## src/rtl/codec_regfile_resp.sv

```systemverilog
module codec_regfile_resp #(
  parameter int AW       = 4,
  parameter int DW       = 16,
  parameter int SUB_BITS = 64,
  parameter int ADDR_MSB = 46,
  parameter int FLAG_BIT = 42
) (
  input  logic clk,
  input  logic rst_n,
  input  logic fsync,
  input  logic sdi,
  output logic sdo
);
  localparam int NREG = 1 << AW;
  localparam int CW   = $clog2(SUB_BITS + 2);
  localparam logic [CW-1:0] P_ADDR0  = CW'(SUB_BITS - 1 - ADDR_MSB);
  localparam logic [CW-1:0] P_FLAG   = CW'(SUB_BITS - 1 - FLAG_BIT);
  localparam logic [CW-1:0] P_DATA0  = CW'(SUB_BITS - DW);
  localparam logic [CW-1:0] P_COMMIT = CW'(SUB_BITS);
  localparam logic [CW-1:0] P_IDLE   = CW'(SUB_BITS + 1);

  logic          sync_q;
  logic [CW-1:0] pos;
  logic [AW-1:0] addr;
  logic          wr;
  logic [DW-1:0] wdata, txsh;
  logic [DW-1:0] regs [NREG];

  wire rise    = fsync & ~sync_q;
  wire in_addr = (pos >= P_ADDR0) && (pos < P_FLAG);
  wire in_flag = (pos == P_FLAG);
  wire in_data = (pos >= P_DATA0) && (pos < P_COMMIT);
  wire commit  = (pos == P_COMMIT) && wr;

  always_ff @(posedge clk or negedge rst_n) begin
    if (!rst_n) begin
      sync_q <= 1'b0;
      pos    <= P_IDLE;
      addr   <= '0;
      wr     <= 1'b0;
      wdata  <= '0;
      txsh   <= '0;
    end else begin
      sync_q <= fsync;
      if (rise)               pos <= '0;
      else if (pos != P_IDLE) pos <= pos + 1'b1;
      if (in_addr) addr <= {addr[AW-2:0], sdi};
      if (in_flag) begin
        wr   <= sdi;
        txsh <= regs[addr];
      end else if (in_data) begin
        txsh <= {txsh[DW-2:0], 1'b0};
      end
      if (in_data) wdata <= {wdata[DW-2:0], sdi};
    end
  end

  always_ff @(posedge clk or negedge rst_n) begin
    if (!rst_n) begin
      for (int i = 0; i < NREG; i++) regs[i] <= '0;
    end else if (commit) begin
      regs[addr] <= wdata;
    end
  end

  assign sdo = in_addr ? sdi : (in_data ? txsh[DW-1] : 1'b0);

  AST_SYNC_RESTART: assert property (@(posedge clk) disable iff (!rst_n)
    rise |=> (pos == '0));
  AST_FLAG_ECHO_ZERO: assert property (@(posedge clk) disable iff (!rst_n)
    in_flag |-> !sdo);
  AST_READBACK_MATCH: assert property (@(posedge clk) disable iff (!rst_n)
    (pos == P_DATA0) |-> (txsh == regs[addr]));
  AST_HOLD_OUTSIDE_COMMIT: assert property (@(posedge clk) disable iff (!rst_n)
    (!in_addr && !commit) |=> $stable(regs[addr]));
  AST_IDLE_SILENT: assert property (@(posedge clk) disable iff (!rst_n)
    (pos >= P_COMMIT) |-> !sdo);
endmodule

```

## config.mk

```make
export PLATFORM = sky130hd
export DESIGN_NAME = codec_regfile_resp
export DESIGN_NICKNAME = d
export VERILOG_FILES = /design/src/rtl/codec_regfile_resp.sv
export SDC_FILE = /design/constraint.sdc
export NUM_CORES = 1
export LEC_CHECK = 0
export BUFFER_PORTS_ARGS = -buffer_cell sky130_fd_sc_hd__buf_4
export CORE_MARGIN = 1
export CORE_UTILIZATION = 25
export CTS_CLUSTER_SIZE = 20
export DETAILED_ROUTE_END_ITERATION = 8
export RECOVER_POWER = 100
export SYNTH_ARGS = -nofsm -noshare
export SYNTH_HDL_FRONTEND = slang
export SYNTH_SLANG_ARGS = --single-unit
```

## constraint.sdc

```tcl
create_clock -name clk -period 2.3 [get_ports clk]
set_input_delay 0 -clock clk [delete_from_list [all_inputs] [get_ports clk]]
set_output_delay 0 -clock clk [all_outputs]
set_load 0.02 [all_outputs]
```

==> results.json <==
{
  "status": "finished, final reports clean",
  "cellLeakagePower_nw": 7.40,
  "wire_per_inst_um": 17.7,
  "hpwl_um": 19100,
  "synth_area_um2": 13700,
  "synth_edf_count": 0,
  "dpl_cell_area_um2": 15000,
  "via_per_inst": 4.65,
  "overflow": 0,
  "hold_path.class": "input pin to asynchronous set/reset pin",
  "firstDrtPassIters": 5,
  "clock_latency_ps": 510,
  "area_growth_syn_to_layout_pct": 16.3,
  "drive_above_1_share_pct": 39.9,
  "tightest_slew_ps": 1290,
  "rsz0062_at_grt": "false",
  "critPathMaxFanout": 16,
  "setup_tns_ps": 0,
  "vdd_drop_max_mv": 0.560,
  "grt_pass1_vias": 8583,
  "powerDensity_nw_per_um2": 875,
  "clkTransAtPathRegs_ps": 60,
  "gp_congestion": 0.775,
  "netlist_instances": 1013,
  "fin_skew_ps": 9.00,
  "synth-seq-area-share_pct": 54.8,
  "fin_nets": 1035,
  "min_period_over_period_pct": 93.1,
  "start_util_pct": 25.4,
  "maxSlewHeadroom_pct": 14.2,
  "worstSetupPathType": "register to register",
  "synthTopCellsByArea": "dfrtp_1, mux2_2, mux2i_1",
  "grt_max_degree": 79,
  "grt_pass1_wl_um": 50600,
  "antenna_found_initial": 0,
  "h-tree-depth": 2,
  "maxCapViolCount": 0,
  "synth.distinct_cells": 42,
  "crit_path_end_kind": "register",
  "synth_flop_cell": "dfrtp_1",
  "setup_viol": 0,
  "cp.required_ps": 2690,
  "drc": 0,
  "die_w_um": 236,
  "fin_area_um2": 16000,
  "max_freq_mhz": 467,
  "maxSlewViolCount": 0,
  "core_um2": 54000,
  "cts_num_sinks": 301,
  "yosysWarnings": 0,
  "worstPathArrival_ps": 2540,
  "ys_seq_elements": 301,
  "diodes": 0,
  "die_height_um": 236,
  "period_minus_slack_ps": 2140,
  "finalHoldViolCount": 0,
  "grt_util_all_layers_pct": 11.3,
  "synth_top_area_share_pct": 54.4,
  "cts_tree": "built",
  "fill_cells": 5411,
  "via_count": 8132,
  "row_count": 85,
  "io_buffers": 4,
  "drt_iter0_markers": 548,
  "async_reset_ff_share_pct": 100,
  "die-area_um2": 55900,
  "wl_um": 31000,
  "syn_area_per_cell_um2": 13.6,
  "cts_buffer_depth": 3,
  "yosysTopAreaCell": "dfrtp_1",
  "cts_buffers": 35,
  "cts_root_buffer": "clkbuf_16",
  "worstSetupStartpointType": "register",
  "drtAntennaViolNets": 0,
  "io_pins": 5,
  "syn_nets": 1020
}
## metrics by stage
step / util (%) / setup slack [ps] / total power, mW / hold WS, ps / std cells
floorplan: - / 75.5 / 7.59 / -296 / 1013
global placement: 27.7 / 234 / 8.59 / 45.4 / 1684
detailed placement: 27.7 / 203 / 8.62 / 53.5 / 1684
CTS: 29.9 / 14.1 / 14.3 / 116 / 1747
global route: 29.6 / 26.5 / 14.6 / 127 / 1747
finish: 29.6 / 158 / 14.0 / 75.8 / 1747
## routing by layer
layer,global-route usage (%),routed length [µm],vias to the layer above
li1,-,-,3708
met2,18.7,15200,107
met5,0,0,-
met3,1.52,906,46
met4,3.09,663,0
met1,15.5,14200,4271
## flip-flops by register name, summed over array words and instances (netlist names)
signal,cells
addr,4
sync_q,1
pos,7
regs,256
txsh,16
wr,1
wdata,16
## critical path, stage by stage, from the launching register on
cell and delay, ps:
dfrtp_1 450, nor4_1 290, buf_4 210, nand4_2 190
nor3_4 160, buf_4 330, mux2_2 380
## power breakdown
part	leakage [nW]	total (mW)	switching (mW)	internal (mW)
registers	4.17	5.85	0.338	5.52
clock network	0.580	5.55	2.12	3.44
logic	2.65	2.57	1.49	1.08
total	7.40	14.0	3.95	10.0
## placed cells by master (no fill, tap or decap), drive strengths merged, types with 4 or more instances in the layout
master / count
nand2: 83
mux4: 17
buf: 40
dfrtp: 299
xnor2: 4
clkbuf: 66
a32oi: 15
nor3: 21
nand3: 7
a211oi: 15
o21ai: 5
nor2b: 20
mux2: 276
nor2: 17
or3: 15
o22ai: 46
clkinv: 6
mux2i: 63
## worst paths after layout
kind	end	cells past startpoint	from	slack (ps)
setup / recovery	regs[179]	6	pos[5]	160
hold / removal	regs[127]	2	rst_n	80
setup reg to reg	regs[179]	6	pos[5]	160
hold reg to reg	wr	2	wr	490
max in group asynchronous	regs[60]	3	rst_n	540
min in group clk	sync_q	2	fsync	170
## synthesized netlist by cell type (2+ instances only)
library cell	n
nand2_1	83
nor3_1	15
mux2_2	273
dfstp_2	2
buf_2	14
a32oi_1	15
nor3_4	6
nor2b_1	20
dfrtp_1	299
mux2i_1	63
mux4_2	17
o22ai_1	46
xnor2_1	4
nand3b_1	3
nand4_2	3
clkbuf_1	47
o21ai_0	5
a211oi_1	15
buf_4	16
nand2b_1	2
or3_1	15
mux2_1	3
inv_1	3
nor4_4	2
ha_1	3
xor2_1	2
a2111oi_0	2
nand3_1	6
nor2_1	8
nor2_2	9
## logic make-up after synthesis
| group | after synthesis | share of synthesized area, % |
|---|---|---|
| buf+inv | 82 | 2.86 |
| simple gates | 179 | 7.31 |
| fa+ha+maj | 3 | 0.273 |
| flops | 301 | 54.8 |
| compound gates | 86 | 4.37 |
| mux | 356 | 30.0 |
| xor+xnor | 6 | 0.382 |
## final cells by class
type | instances | area [µm²] | area share (%)
Clock buffer | 52 | 1070 | 6.71
Clock inverter | 8 | 93.8 | 0.587
Inverter | 3 | 11.3 | 0.0705
Multi-Input combinational cell | 630 | 5770 | 36.1
Sequential cell | 301 | 7540 | 47.2
Tap cell | 696 | 871 | 5.45
Timing Repair Buffer | 57 | 624 | 3.91
## timing repair
item,4_1_cts,5_1_grt
gates resized for setup,1,3
hold buffers,3,0
setup buffers,0,0
endpoints found under the setup margin,1,1
cloned,0,0
hold endpoints to repair,135,0
Note: power is estimated with default switching activity, not from simulation.
